--- config.mk ---
export PLATFORM = sky130hd
export DESIGN_NAME = dram_refresh_sched
export DESIGN_NICKNAME = d
export VERILOG_FILES = /design/src/rtl/drfsh_pkg.sv /design/src/rtl/drfsh_seq.sv /design/src/rtl/drfsh_tick.sv /design/src/rtl/drfsh_pend.sv /design/src/rtl/dram_refresh_sched.sv
export SDC_FILE = /design/constraint.sdc
export NUM_CORES = 1
export LEC_CHECK = 0
export ABC_AREA = 1
export BUFFER_PORTS_ARGS = -buffer_cell sky130_fd_sc_hd__buf_2
export CORE_UTILIZATION = 25
export DETAILED_ROUTE_END_ITERATION = 10
export PLACE_DENSITY = 0.44
export SLEW_MARGIN = 20
export SYNTH_ARGS = -nofsm -noshare
export SYNTH_HDL_FRONTEND = slang
export SYNTH_SLANG_ARGS = --single-unit
export TNS_END_PERCENT = 100
--- constraint.sdc ---
create_clock -name clk_i -period 2.9 [get_ports clk_i]
set_clock_uncertainty 0.05 [all_clocks]
set_input_delay 0.58 -clock clk_i [delete_from_list [all_inputs] [get_ports clk_i]]
set_output_delay 0.58 -clock clk_i [all_outputs]
set_load 0.01 [all_outputs]
--- src/rtl/drfsh_pkg.sv ---
package drfsh_pkg;
  typedef enum logic [2:0] {
    PH_IDLE,
    PH_CSR,   // CAS low, RAS high, ahead of RAS fall
    PH_HPRE,  // hidden: CAS held low, RAS precharge
    PH_ACT,   // RAS low
    PH_PRE    // both high, precharge
  } phase_e;

  typedef enum logic [1:0] {
    ST_WAIT,
    ST_BURST,
    ST_RUN
  } init_e;
endpackage

--- src/rtl/drfsh_seq.sv ---
module drfsh_seq
  import drfsh_pkg::*;
#(
  parameter int CSR_CYC = 2,
  parameter int CHR_CYC = 5,
  parameter int RAS_CYC = 9,
  parameter int RP_CYC  = 9
) (
  input  logic clk_i,
  input  logic rst_ni,
  input  logic start_i,
  input  logic hidden_i,
  output logic busy_o,
  output logic done_o,
  output logic ras_n_o,
  output logic cas_n_o
);
  localparam int MAXL0 = (CSR_CYC > RAS_CYC) ? CSR_CYC : RAS_CYC;
  localparam int MAXL  = (MAXL0 > RP_CYC) ? MAXL0 : RP_CYC;
  localparam int CW    = $clog2(MAXL + 1);
  localparam logic [CW-1:0] CSR_LAST = CW'(CSR_CYC - 1);
  localparam logic [CW-1:0] RAS_LAST = CW'(RAS_CYC - 1);
  localparam logic [CW-1:0] RP_LAST  = CW'(RP_CYC - 1);
  localparam logic [CW-1:0] CHR_LIM  = CW'(CHR_CYC);

  phase_e          phase_q;
  logic [CW-1:0]   cnt_q;
  logic            hid_q;
  logic [CW-1:0]   last;
  logic            at_end;

  always_comb begin
    unique case (phase_q)
      PH_CSR:         last = CSR_LAST;
      PH_HPRE, PH_PRE: last = RP_LAST;
      PH_ACT:         last = RAS_LAST;
      default:        last = '0;
    endcase
    at_end = (cnt_q == last);
  end

  always_ff @(posedge clk_i or negedge rst_ni) begin
    if (!rst_ni) begin
      phase_q <= PH_IDLE;
      cnt_q   <= '0;
      hid_q   <= 1'b0;
    end else if (phase_q == PH_IDLE) begin
      if (start_i) begin
        phase_q <= hidden_i ? PH_HPRE : PH_CSR;
        hid_q   <= hidden_i;
        cnt_q   <= '0;
      end
    end else if (at_end) begin
      cnt_q <= '0;
      unique case (phase_q)
        PH_CSR, PH_HPRE: phase_q <= PH_ACT;
        PH_ACT:          phase_q <= PH_PRE;
        default:         phase_q <= PH_IDLE;
      endcase
    end else begin
      cnt_q <= cnt_q + 1'b1;
    end
  end

  assign busy_o  = (phase_q != PH_IDLE);
  assign done_o  = (phase_q == PH_PRE) && at_end;
  assign ras_n_o = (phase_q != PH_ACT);
  assign cas_n_o = !((phase_q == PH_CSR) || (phase_q == PH_HPRE) ||
                     ((phase_q == PH_ACT) && (hid_q || (cnt_q < CHR_LIM))));

  // checker state: strobe run lengths
  logic [CW:0] lo_run_q, hi_run_q;
  always_ff @(posedge clk_i or negedge rst_ni) begin
    if (!rst_ni) begin
      lo_run_q <= '0;
      hi_run_q <= (CW+1)'(RP_CYC);
    end else begin
      lo_run_q <= ras_n_o ? '0 : lo_run_q + 1'b1;
      if (!ras_n_o) hi_run_q <= '0;
      else if (hi_run_q < (CW+1)'(RP_CYC)) hi_run_q <= hi_run_q + 1'b1;
    end
  end

  a_r3_cas_leads_ras: assert property (@(posedge clk_i) disable iff (!rst_ni)
    $fell(ras_n_o) |-> ($past(!cas_n_o) && !cas_n_o));
  a_r3_cas_rises_first: assert property (@(posedge clk_i) disable iff (!rst_ni)
    ($rose(ras_n_o) && !hid_q) |-> $past(cas_n_o));
  a_r4_ras_width: assert property (@(posedge clk_i) disable iff (!rst_ni)
    $rose(ras_n_o) |-> (lo_run_q == (CW+1)'(RAS_CYC)));
  a_r4_precharge: assert property (@(posedge clk_i) disable iff (!rst_ni)
    $fell(ras_n_o) |-> (hi_run_q >= (CW+1)'(RP_CYC)));
  a_r9_hidden_cas_held: assert property (@(posedge clk_i) disable iff (!rst_ni)
    (hid_q && !ras_n_o) |=> (ras_n_o || !cas_n_o));
endmodule

--- src/rtl/drfsh_tick.sv ---
module drfsh_tick #(
  parameter int SHORT_CYC = 3120,
  parameter int LONG_CYC  = 25000
) (
  input  logic clk_i,
  input  logic rst_ni,
  input  logic en_i,
  input  logic long_i,
  output logic tick_o
);
  localparam int MAXC = (LONG_CYC > SHORT_CYC) ? LONG_CYC : SHORT_CYC;
  localparam int TW   = $clog2(MAXC);
  localparam logic [TW-1:0] SHORT_LAST = TW'(SHORT_CYC - 1);
  localparam logic [TW-1:0] LONG_LAST  = TW'(LONG_CYC - 1);

  logic [TW-1:0] cnt_q;
  logic [TW-1:0] lim;

  assign lim    = long_i ? LONG_LAST : SHORT_LAST;
  // >= so a mode switch to the short limit never overruns
  assign tick_o = en_i && (cnt_q >= lim);

  always_ff @(posedge clk_i or negedge rst_ni) begin
    if (!rst_ni)      cnt_q <= '0;
    else if (!en_i)   cnt_q <= '0;
    else if (tick_o)  cnt_q <= '0;
    else              cnt_q <= cnt_q + 1'b1;
  end

  a_r5_ticks_spaced: assert property (@(posedge clk_i) disable iff (!rst_ni)
    tick_o |=> !tick_o);
endmodule

--- src/rtl/drfsh_pend.sv ---
module drfsh_pend #(
  parameter int PEND_MAX  = 7,
  parameter int URGENT_TH = 4
) (
  input  logic                          clk_i,
  input  logic                          rst_ni,
  input  logic                          inc_i,
  input  logic                          dec_i,
  output logic [$clog2(PEND_MAX+1)-1:0] cnt_o,
  output logic                          req_o,
  output logic                          urgent_o
);
  localparam int PW = $clog2(PEND_MAX + 1);
  localparam logic [PW-1:0] MAXV = PW'(PEND_MAX);
  localparam logic [PW-1:0] THV  = PW'(URGENT_TH);

  logic [PW-1:0] cnt_q;

  always_ff @(posedge clk_i or negedge rst_ni) begin
    if (!rst_ni) cnt_q <= '0;
    else if (inc_i && !dec_i && cnt_q != MAXV) cnt_q <= cnt_q + 1'b1;
    else if (dec_i && !inc_i && cnt_q != '0)   cnt_q <= cnt_q - 1'b1;
  end

  assign cnt_o    = cnt_q;
  assign req_o    = (cnt_q != '0);
  assign urgent_o = (cnt_q >= THV);

  a_r6_hold_full: assert property (@(posedge clk_i) disable iff (!rst_ni)
    (cnt_q == MAXV && inc_i && !dec_i) |=> (cnt_q == MAXV));
  a_r6_dec_one: assert property (@(posedge clk_i) disable iff (!rst_ni)
    (dec_i && !inc_i && cnt_q != '0) |=> (cnt_q == $past(cnt_q) - 1'b1));
endmodule

--- src/rtl/dram_refresh_sched.sv ---
module dram_refresh_sched
  import drfsh_pkg::*;
#(
  parameter int INIT_DELAY_CYC = 40000,
  parameter int INIT_REFRESHES = 8,
  parameter int SHORT_CYC      = 3120,
  parameter int LONG_CYC       = 25000,
  parameter int CSR_CYC        = 2,
  parameter int CHR_CYC        = 5,
  parameter int RAS_CYC        = 9,
  parameter int RP_CYC         = 9,
  parameter int PEND_MAX       = 7,
  parameter int URGENT_TH      = 4
) (
  input  logic                          clk_i,
  input  logic                          rst_ni,
  input  logic                          long_period_i,
  input  logic                          grant_i,
  input  logic                          hidden_i,
  output logic                          ready_o,
  output logic                          req_o,
  output logic                          urgent_o,
  output logic [$clog2(PEND_MAX+1)-1:0] pending_o,
  output logic                          busy_o,
  output logic                          ras_n_o,
  output logic                          cas_n_o
);
  localparam int DW = $clog2(INIT_DELAY_CYC + 1);
  localparam int BW = $clog2(INIT_REFRESHES + 1);
  localparam logic [DW-1:0] DLY_LAST   = DW'(INIT_DELAY_CYC - 1);
  localparam logic [BW-1:0] BURST_LAST = BW'(INIT_REFRESHES - 1);

  init_e         st_q;
  logic [DW-1:0] dly_q;
  logic [BW-1:0] burst_q;
  logic          run, tick, seq_start, seq_hidden, seq_busy, seq_done;

  assign run = (st_q == ST_RUN);

  drfsh_pend #(
    .PEND_MAX (PEND_MAX),
    .URGENT_TH(URGENT_TH)
  ) u_pend (
    .clk_i   (clk_i),
    .rst_ni  (rst_ni),
    .inc_i   (tick),
    .dec_i   (seq_done && run),
    .cnt_o   (pending_o),
    .req_o   (req_o),
    .urgent_o(urgent_o)
  );

  drfsh_tick #(
    .SHORT_CYC(SHORT_CYC),
    .LONG_CYC (LONG_CYC)
  ) u_tick (
    .clk_i (clk_i),
    .rst_ni(rst_ni),
    .en_i  (run),
    .long_i(long_period_i),
    .tick_o(tick)
  );

  always_comb begin
    seq_start  = !seq_busy && ((st_q == ST_BURST) || (run && grant_i && req_o));
    seq_hidden = run && hidden_i;
  end

  drfsh_seq #(
    .CSR_CYC(CSR_CYC),
    .CHR_CYC(CHR_CYC),
    .RAS_CYC(RAS_CYC),
    .RP_CYC (RP_CYC)
  ) u_seq (
    .clk_i   (clk_i),
    .rst_ni  (rst_ni),
    .start_i (seq_start),
    .hidden_i(seq_hidden),
    .busy_o  (seq_busy),
    .done_o  (seq_done),
    .ras_n_o (ras_n_o),
    .cas_n_o (cas_n_o)
  );

  always_ff @(posedge clk_i or negedge rst_ni) begin
    if (!rst_ni) begin
      st_q    <= ST_WAIT;
      dly_q   <= '0;
      burst_q <= '0;
    end else begin
      unique case (st_q)
        ST_WAIT: begin
          if (dly_q == DLY_LAST) st_q <= ST_BURST;
          else                   dly_q <= dly_q + 1'b1;
        end
        ST_BURST: begin
          if (seq_done) begin
            if (burst_q == BURST_LAST) st_q <= ST_RUN;
            else                       burst_q <= burst_q + 1'b1;
          end
        end
        default: ;
      endcase
    end
  end

  assign ready_o = run;
  assign busy_o  = seq_busy;

  a_r1_quiet_wait: assert property (@(posedge clk_i) disable iff (!rst_ni)
    (st_q == ST_WAIT) |-> (ras_n_o && cas_n_o));
  a_r2_ready_sticky: assert property (@(posedge clk_i) disable iff (!rst_ni)
    ready_o |=> ready_o);
  a_r8_start_gated: assert property (@(posedge clk_i) disable iff (!rst_ni)
    (ready_o && $rose(busy_o)) |-> $past(grant_i && req_o && ready_o));
endmodule

==> Yosys cells after proc, flatten, opt, wreduce, memory -nomap -nowiden <==
Cells that the tools add are included.
{ "classes": {"muxes": 18, "addsub": 6, "n_eq_ne": 15, "order_cmp": 3, "reduce_logical": 34, "n_bitwise": 2} }
{ "ops": {"columns": ["operator", "count"], "rows": [
  ["$mux 15", 3],
  ["$add 16x1->16 const B", 1],
  ["$eq 16x16->1 const B", 1],
  ["$add 15x1->15 const B", 1],
  ["$ge 15x15->1", 1],
  ["$mux 3", 5],
  ["$logic_and 1x1->1", 12],
  ["$mux 4", 3],
  ["$add 4x1->4 const B", 2],
  ["$mux 2", 4],
  ["$pmux 4 s2", 1],
  ["$eq 3x2->1 const B", 2],
  ["$ne 2x2->1 const B", 3],
  ["$pmux 3 s2", 1],
  ["$reduce_and 2->1", 3],
  ["$reduce_bool 2->1", 3],
  ["$reduce_bool 3->1", 2],
  ["$eq 4x3->1 const B", 1],
  ["$eq 4x4->1", 1],
  ["$logic_not 1->1", 4],
  ["$logic_or 1x1->1", 4],
  ["$lt 4x3->1 const B", 1],
  ["$pmux 2 s2", 1],
  ["$reduce_and 4->1", 1],
  ["other kinds (16)", 17]
]} }
{ "totals": {"out_inout_bits": 9, "word_cells": 86, "register_bits": 48, "in_bits": 5} }

==> Longest topological paths before layout <==
Gate-level depths: netlist (run 1).
{ "depth": {"ltp_word": 10, "ltp_mapped": 15, "ltp_nobuf": 15} }

==> Cells and area by module <==
From an unflattened synthesis (run 1), not the netlist that was laid out.
{ "hier_totals": {"cells_unflattened": 425, "hier_area_um2": 3163.0} }
{ "by_module_without_submodules": {"columns": ["module", "cells_each", "n_inst", "seq_area_each_um2", "area_per_inst_um2"], "rows": [
  ["dram_refresh_sched", 192, 1, 550.5, 1335.0],
  ["drfsh_tick", 129, 1, 375.4, 1081.0],
  ["drfsh_seq", 74, 1, 200.2, 524.3],
  ["drfsh_pend", 30, 1, 75.1, 222.7]
]} }

==> Least setup slack after synthesis (run 1) <==
No wires, ideal clock.
{ "synth_path": {"kind": "input to register", "from": "in long_period_i", "to": "reg u_pend.cnt_q[2], in the netlist u_pend.cnt_o[2]", "stages": 14, "arrival_time_ns": 2.194, "t_required_ns": 2.733, "setup_ns": 0.117, "n_path_buf": 0, "path_slack_ns": 0.540, "path_cell_list": "inv_1 ha_1 nand2_1 nor2_1 nand2_1 nor2_2 nor2_4 nand3_2 nand3_2 fa_1 nand4_1 nand2_1 nand2_1 nand2_1"} }
{ "synth_via": {"elab_chain_cells": 7, "elab_cells_between_ends": 10, "classes_between": "1 x order compare; 2 x mux; 7 x reduce/logical"} }
{ "synth_lines": {"columns": ["element", "line", "source"], "rows": [
  ["from (decl)", "dram_refresh_sched.sv:17", "input logic long_period_i,"],
  ["$mux 15 (*)", "drfsh_tick.sv:19", "assign lim = long_i ? LONG_LAST : SHORT_LAST;"],
  ["$ge 15x15->1 (*)", "drfsh_tick.sv:21", "assign tick_o = en_i && (cnt_q >= lim);"],
  ["$logic_and 1x1->1 (*)", "drfsh_tick.sv:21", null],
  ["$logic_not 1->1", "drfsh_pend.sv:22", "else if (dec_i && !inc_i && cnt_q != '0) cnt_q <= cnt_q - 1'b1;"],
  ["$logic_and 1x1->1 (2 in series)", "drfsh_pend.sv:22", null],
  ["$reduce_bool 2->1 (no line)", null, null],
  ["to (signal assigned)", "drfsh_pend.sv:21", "else if (inc_i && !dec_i && cnt_q != MAXV) cnt_q <= cnt_q + 1'b1;"],
  ["to (signal assigned)", "drfsh_pend.sv:22", null],
  ["to (decl)", "drfsh_pend.sv:17", "logic [PW-1:0] cnt_q;"]
]} }
Every way passes the cells marked *; elsewhere a longest branch is shown, timed or not.
A chain may end at the register's enable or synchronous reset.

==> Worst setup path after layout (run 1) <==
Same ends and word-level chain as after synthesis.

==> flow_summary.ini, run 1 <==
[drt]
via_per_inst = 4.38
drtAntennaViolNets = 0
drtPass1Iterations = 4
wl_microns = 5720
drc = 0
route.vias.total = 2232
drtIter0Drc = 84
wire_per_inst_microns = 11.2

[sta]
final_hold_viol_count = 0
rsz0062_at_grt = false
slew_headroom = 0.726
min_period_ns = 2.37
setup_slack_ns = 0.530
fmax_mhz = 422
fin_tns_setup_ns = 0
slew_viol_final = 0
setup_viol = 0
tightest_slew_ns = 0.408
fin_crit_sh = 0.817

[clock_network]
clk_latency_ns = 0.28
postCtsResizedCells = 0
cts_buffers = 5
cts.sinks = 48
clk_pin_slew_ns = 0.06
clock_path_buffers = 2
htreeDepth = 2
cts_root_buf = clkbuf_16
tritoncts = yes
cts_hold_buf = 0
post_cts.repair.setup_buffers = 0

[worst_setup_path]
arrival_ns = 2.50
path_cells = buf_2 > inv_1 > ha_1 > nand2_1 > nor2_1 > nand2_1 > nor2_2 > nor2_4 > nand3_2 > nand3_2 > fa_1 > nand4_1 > nand2_1 > nand2_1 > nand2_1
slowest_stage = fa_1
worstSetupPathType = input port to flop
timing.critical_path.to_type = flop
critPathLaunchType = input port
crit_top_cell = nand2_1
cp_max_fo = 4
cp.required_ns = 3.03
max_stage_delay_ns = 0.41

[logic_synthesis]
yosysTopAreaCell = dfrtp_1
ys_warn_count = 0
synth_top_area_share = 0.409
synth_nets = 367
netlist_area_sq_um = 2940
syn_area_per_cell_sq_um = 8.42
synthTopCellsByArea = dfrtp_1 (41%), nand2_1 (7.8%), inv_1 (5.4%), ha_1 (5.1%), xor2_1 (5.1%)
synth-seq-cells = 48
yosysUniqueCellTypes = 34
ys_seq_area_frac = 0.409
synth_cells = 349

[power]
leakage_nw = 1.55
power_density_nw_per_um2 = 388
p_total_mw = 1.28
irDropWorstVdd_mv = 0.201

[hold_path]
hold_path.class = input port to async pin

[global_route]
grt_pass1_vias = 2205
grt_start_max_net_pins = 49
grt_use_total = 0.103
antenna_found_initial = 0
grt_pass1_wl_microns = 10300
overflow = 0

[floorplan]
core-area_sq_um = 11400
start_util = 0.257
ios = 14
floorplan.rows = 39
dieHeight_microns = 110
fp.dieW_microns = 110
dieArea_sq_um = 12200

[place]
post-dp-hpwl_microns = 4140
numPortBuffers = 13
gp_congestion = 0.777
post-place-ws_ns = 0.211

[status]
status = complete, no violations

[run]
cap_violations = 0

[layout]
diodes = 0
nFillCells = 1260
syn2layout_area_growth_pct = 12.8
drive_above_1_share = 0.196
nets = 384
final_util = 0.290
## through the flow
step | std cells | hold WS (ns) | area [sq um]
2_1_floorplan | 349 | 0.234 | 2940
3_3_place_gp | 502 | 0.403 | 3170
3_5_place_dp | 502 | 0.402 | 3170
4_1_cts | 510 | 0.238 | 3310
5_1_grt | 510 | 0.246 | 3310
6_report | 510 | 0.232 | 3310
## final cells by class
cell class / instances / area [sq um] / share of cell area
Inverter: 56 / 210 / 0.0634
Sequential cell: 48 / 1200 / 0.362
Multi-Input combinational cell: 241 / 1490 / 0.450
Clock buffer: 8 / 146 / 0.0442
Tap cell: 143 / 179 / 0.0540
Timing Repair Buffer: 14 / 85.1 / 0.0257
## synth_stat cells
cell type,number
nor3_2,3
o21ai_0,9
o21ai_1,10
nor2_2,9
clkbuf_1,1
nand2_2,4
buf_6,2
nand2_4,1
dfrtp_1,48
ha_1,12
xor2_2,1
a21oi_1,12
a31oi_1,3
fa_1,1
nor2_1,34
nand2_1,61
nand4_1,5
nor2_4,7
nand3b_1,1
nor4_2,1
nor3_1,7
nor4_4,1
buf_4,1
inv_1,42
inv_2,14
nor4_1,2
o31ai_1,1
nand3_1,19
nand4_4,1
nand3_2,9
o22ai_1,2
xor2_1,17
nand3_4,1
xnor2_1,7
## where the power goes
group | internal (mW) | switching [mW] | total (mW)
clock network | 0.345 | 0.243 | 0.587
logic | 0.00769 | 0.0201 | 0.0278
registers | 0.669 | 0 | 0.669
## final timing paths
kind | slack [ns] | startpoint | to | depth (start not counted)
hold reg to reg | 0.41 | u_tick.cnt_q[0] | u_tick.cnt_q[0] | 1
min in group clk_i | 0.41 | u_tick.cnt_q[0] | u_tick.cnt_q[0] | 1
setup reg to reg | 0.66 | u_tick.cnt_q[8] | u_pend.cnt_o[2] | 13
hold / removal | 0.23 | rst_ni | dly_q[8] | 2
setup / recovery | 0.53 | long_period_i | u_pend.cnt_o[2] | 15
max in group asynchronous | 2.34 | rst_ni | dly_q[13] | 2
## cells by family (layout without fill, tap and decap cells)
kind of cell	count (synthesis)	after routing	synth area share
adder cells (fa/ha/maj)	13	13	0.0579
AO/OA/AOI/OAI	37	37	0.0660
flip-flops	48	48	0.409
AND/OR/NAND/NOR	166	166	0.307
buffers and inverters	60	78	0.0830
XOR/XNOR	25	25	0.0771
## critical path: cells and delay by family
family	cells	cell delay, ns
and+or+nand+nor	11	0.98
adders and majority gates	2	0.71
buffers and inverters	2	0.23
## layer usage
metal	vias to the layer above	part of all wire	global-route usage
li1	1148	-	-
met3	2	0.027	0.0247
met1	1054	0.54	0.146
met2	28	0.42	0.154
met4	0	0.0094	0.0347
met5	-	0	0
## cells in the final DEF, fill, tap and decap left out, types with 2 or more instances in the layout
master | synthesis | final
a21oi_1 | 12 | 12
a31oi_1 | 3 | 3
buf_2 | 0 | 13
clkbuf_1 | 1 | 2
clkbuf_16 | 0 | 5
dfrtp_1 | 48 | 48
ha_1 | 12 | 12
inv_1 | 42 | 42
inv_2 | 14 | 14
nand2_1 | 61 | 61
nand2_2 | 4 | 4
nand3_1 | 19 | 19
nand3_2 | 9 | 9
nand4_1 | 5 | 5
nor2_1 | 34 | 34
nor2_2 | 9 | 9
nor2_4 | 7 | 7
nor3_1 | 7 | 7
nor3_2 | 3 | 3
nor4_1 | 2 | 2
o21ai_0 | 9 | 9
o21ai_1 | 10 | 10
o22ai_1 | 2 | 2
xnor2_1 | 7 | 7
xor2_1 | 17 | 17
## registers in the layout (all words and copies together) (netlist names)
register	count
burst_q	4
dly_q	16
st_q	2
u_pend.cnt_o	3
u_seq.cnt_q	4
u_seq.hid_q	1
u_seq.phase_q	3
u_tick.cnt_q	15
Note: power is estimated with default switching activity, not from simulation.
==> inputs of run 2 (changes only) <==
- clock period: 2.9 -> 2.2 ns (I/O delays scaled with it)
==> flow_summary.ini, run 2 (synthesis gave the netlist of run 1 again) <==
[power]
irDropWorstVdd_mv = 0.254
pwr-share-clk = 0.449
switchingPower_uw = 371
internal_power_mw = 1.31
sw_frac_of_total = 0.220
leakage_nw = 1.62
comb_power_share = 0.027
power_frac_seq = 0.524
power_density_nw_per_um2 = 484

[drt]
wl_microns = 5930
drtAntennaViolNets = 0
route.vias.total = 2285
drtIter0Drc = 103
wire_per_inst_microns = 11.3
via_per_inst = 4.34
drtPass1Iterations = 4
drc = 0

[worst_setup_path]
slowest_stage = dfrtp_1
crit_start = u_tick.cnt_q[13]
r2r_slack_ns = 0.11
critPathLaunchType = flop
crit_top_cell = nand2_1
cp_top_family = simple AND/OR/NAND/NOR gates
cp_max_fo = 3
timing.critical_path.to_type = flop
worstSetupPathType = flop to flop
r2r_start = u_tick.cnt_q[13]
arrival_ns = 2.23
max_stage_delay_ns = 0.40
path_cells = ha_1 > nand2_2 > nor2_2 > nand2_1 > nor2_2 > nor2_4 > nand3_2 > nand3_4 > fa_2 > nand4_1 > nand2_1 > nand2_1 > nand2_1
crit_end = u_pend.cnt_o[2]
path_depth = 13
ff2ff_path_depth = 13
r2r-end = u_pend.cnt_o[2]
crit_buf_inv = 0
cp.required_ns = 2.34

[sta]
slew_viol_final = 0
tightest_slew_ns = 0.640
fin_crit_sh = 0.949
rsz0062_at_grt = true
final_hold_viol_count = 0
setup_slack_ns = 0.112
min_period_ns = 2.09
slew_headroom = 0.573
setup_viol = 0
fmax_mhz = 479

[layout]
seq_area_sq_um = 1200
nets = 402
fin_cells = 527
final_cell_mix = nand2_1 (59), dfrtp_1 (48), inv_1 (40)
top_register = dly_q
multiInputGateArea_sq_um = 1540
nFillCells = 1243
largest_reg_flops = 16
syn2layout_area_growth_pct = 18.4
final_area_sq_um = 3480
diodes = 0
layout_top_registers = dly_q (16), u_tick.cnt_q (15)
drive_above_1_share = 0.255
layout.cells.most_common = nand2_1

[clock_network]
clk_pin_slew_ns = 0.07
tritoncts = yes
htreeDepth = 2
cts_hold_buf = 0
cts_buffers = 5
clock_path_buffers = 2
cts.sinks = 48
cts_root_buf = clkbuf_16
clk_latency_ns = 0.29

[place]
post-place-ws_ns = -0.202
post-dp-hpwl_microns = 4420
numPortBuffers = 13
gp_congestion = 0.767
dpl-instance-area_sq_um = 3280
place_inst = 516

[floorplan]
dieArea_sq_um = 12200
core-area_sq_um = 11400
ios = 14
fp.dieW_microns = 110
floorplan.rows = 39
start_util = 0.257
dieHeight_microns = 110

[global_route]
grt_start_max_net_pins = 26
grt_pass1_wl_microns = 10700
antenna_found_initial = 0
grt_use_total = 0.107
grt_pass1_vias = 2220
overflow = 0

[hold_path]
hold_path.class = input port to async pin

[run]
cap_violations = 0

[status]
status = complete, no violations
## run 2: layout make-up
| cell class | count | area share |
|---|---|---|
| timing repair buffer | 32 | 0.0633 |
| tap | 143 | 0.0514 |
| clock inverter | 1 | 0.00144 |
| clock buffer | 6 | 0.0370 |
| multi-input combinational | 241 | 0.441 |
| sequential | 48 | 0.345 |
| inverter | 56 | 0.0604 |
## run 2: what timing repair did
action / in CTS / in global routing
setup buffers: 0 / 4
endpoints found under the setup margin: 0 / 2
resized for setup: 0 / 7
## run 2: routing by layer
metal | global-route usage | wire length [microns] | up-vias
met1 | 0.155 | 3160 | 1061
met2 | 0.152 | 2490 | 31
li1 | - | - | 1185
met4 | 0.0453 | 114 | 0
met3 | 0.0220 | 169 | 8
met5 | 0 | 0 | -
## run 2: stage by stage
step                      total power [mW]  utilization  hold slack, ns  TNS (ns)
after CTS                             1.72        0.299           0.145         0
after global routing                  1.76        0.305           0.179   -0.0684
after global placement               0.943        0.288           0.408    -0.299
after detailed placement             0.944        0.288           0.406    -0.375
after floorplan                      0.908            -          0.0944         0
final                                 1.68        0.305           0.117         0
## run 2: worst min-delay path by stage
stage / to / slack (ns) / cells after the start
after floorplan: burst_q[0] / 0.09 / 0
after global placement: u_tick.cnt_q[0] / 0.41 / 1
after detailed placement: u_tick.cnt_q[0] / 0.41 / 1
after CTS: dly_q[10] / 0.15 / 1
after global routing: u_tick.cnt_q[1] / 0.18 / 1
final: dly_q[10] / 0.12 / 1
## run 2: power by group through the flow
| stage | logic [mW] | clock network (mW) | registers (mW) |
|---|---|---|---|
| 6_report | 0.0461 | 0.756 | 0.882 |
| 5_1_grt | 0.0538 | 0.821 | 0.881 |
| 4_1_cts | 0.0453 | 0.792 | 0.882 |
| 3_5_place_dp | 0.0447 | 0 | 0.899 |
| 3_3_place_gp | 0.0445 | 0 | 0.899 |
| 2_1_floorplan | 0.00876 | 0 | 0.899 |
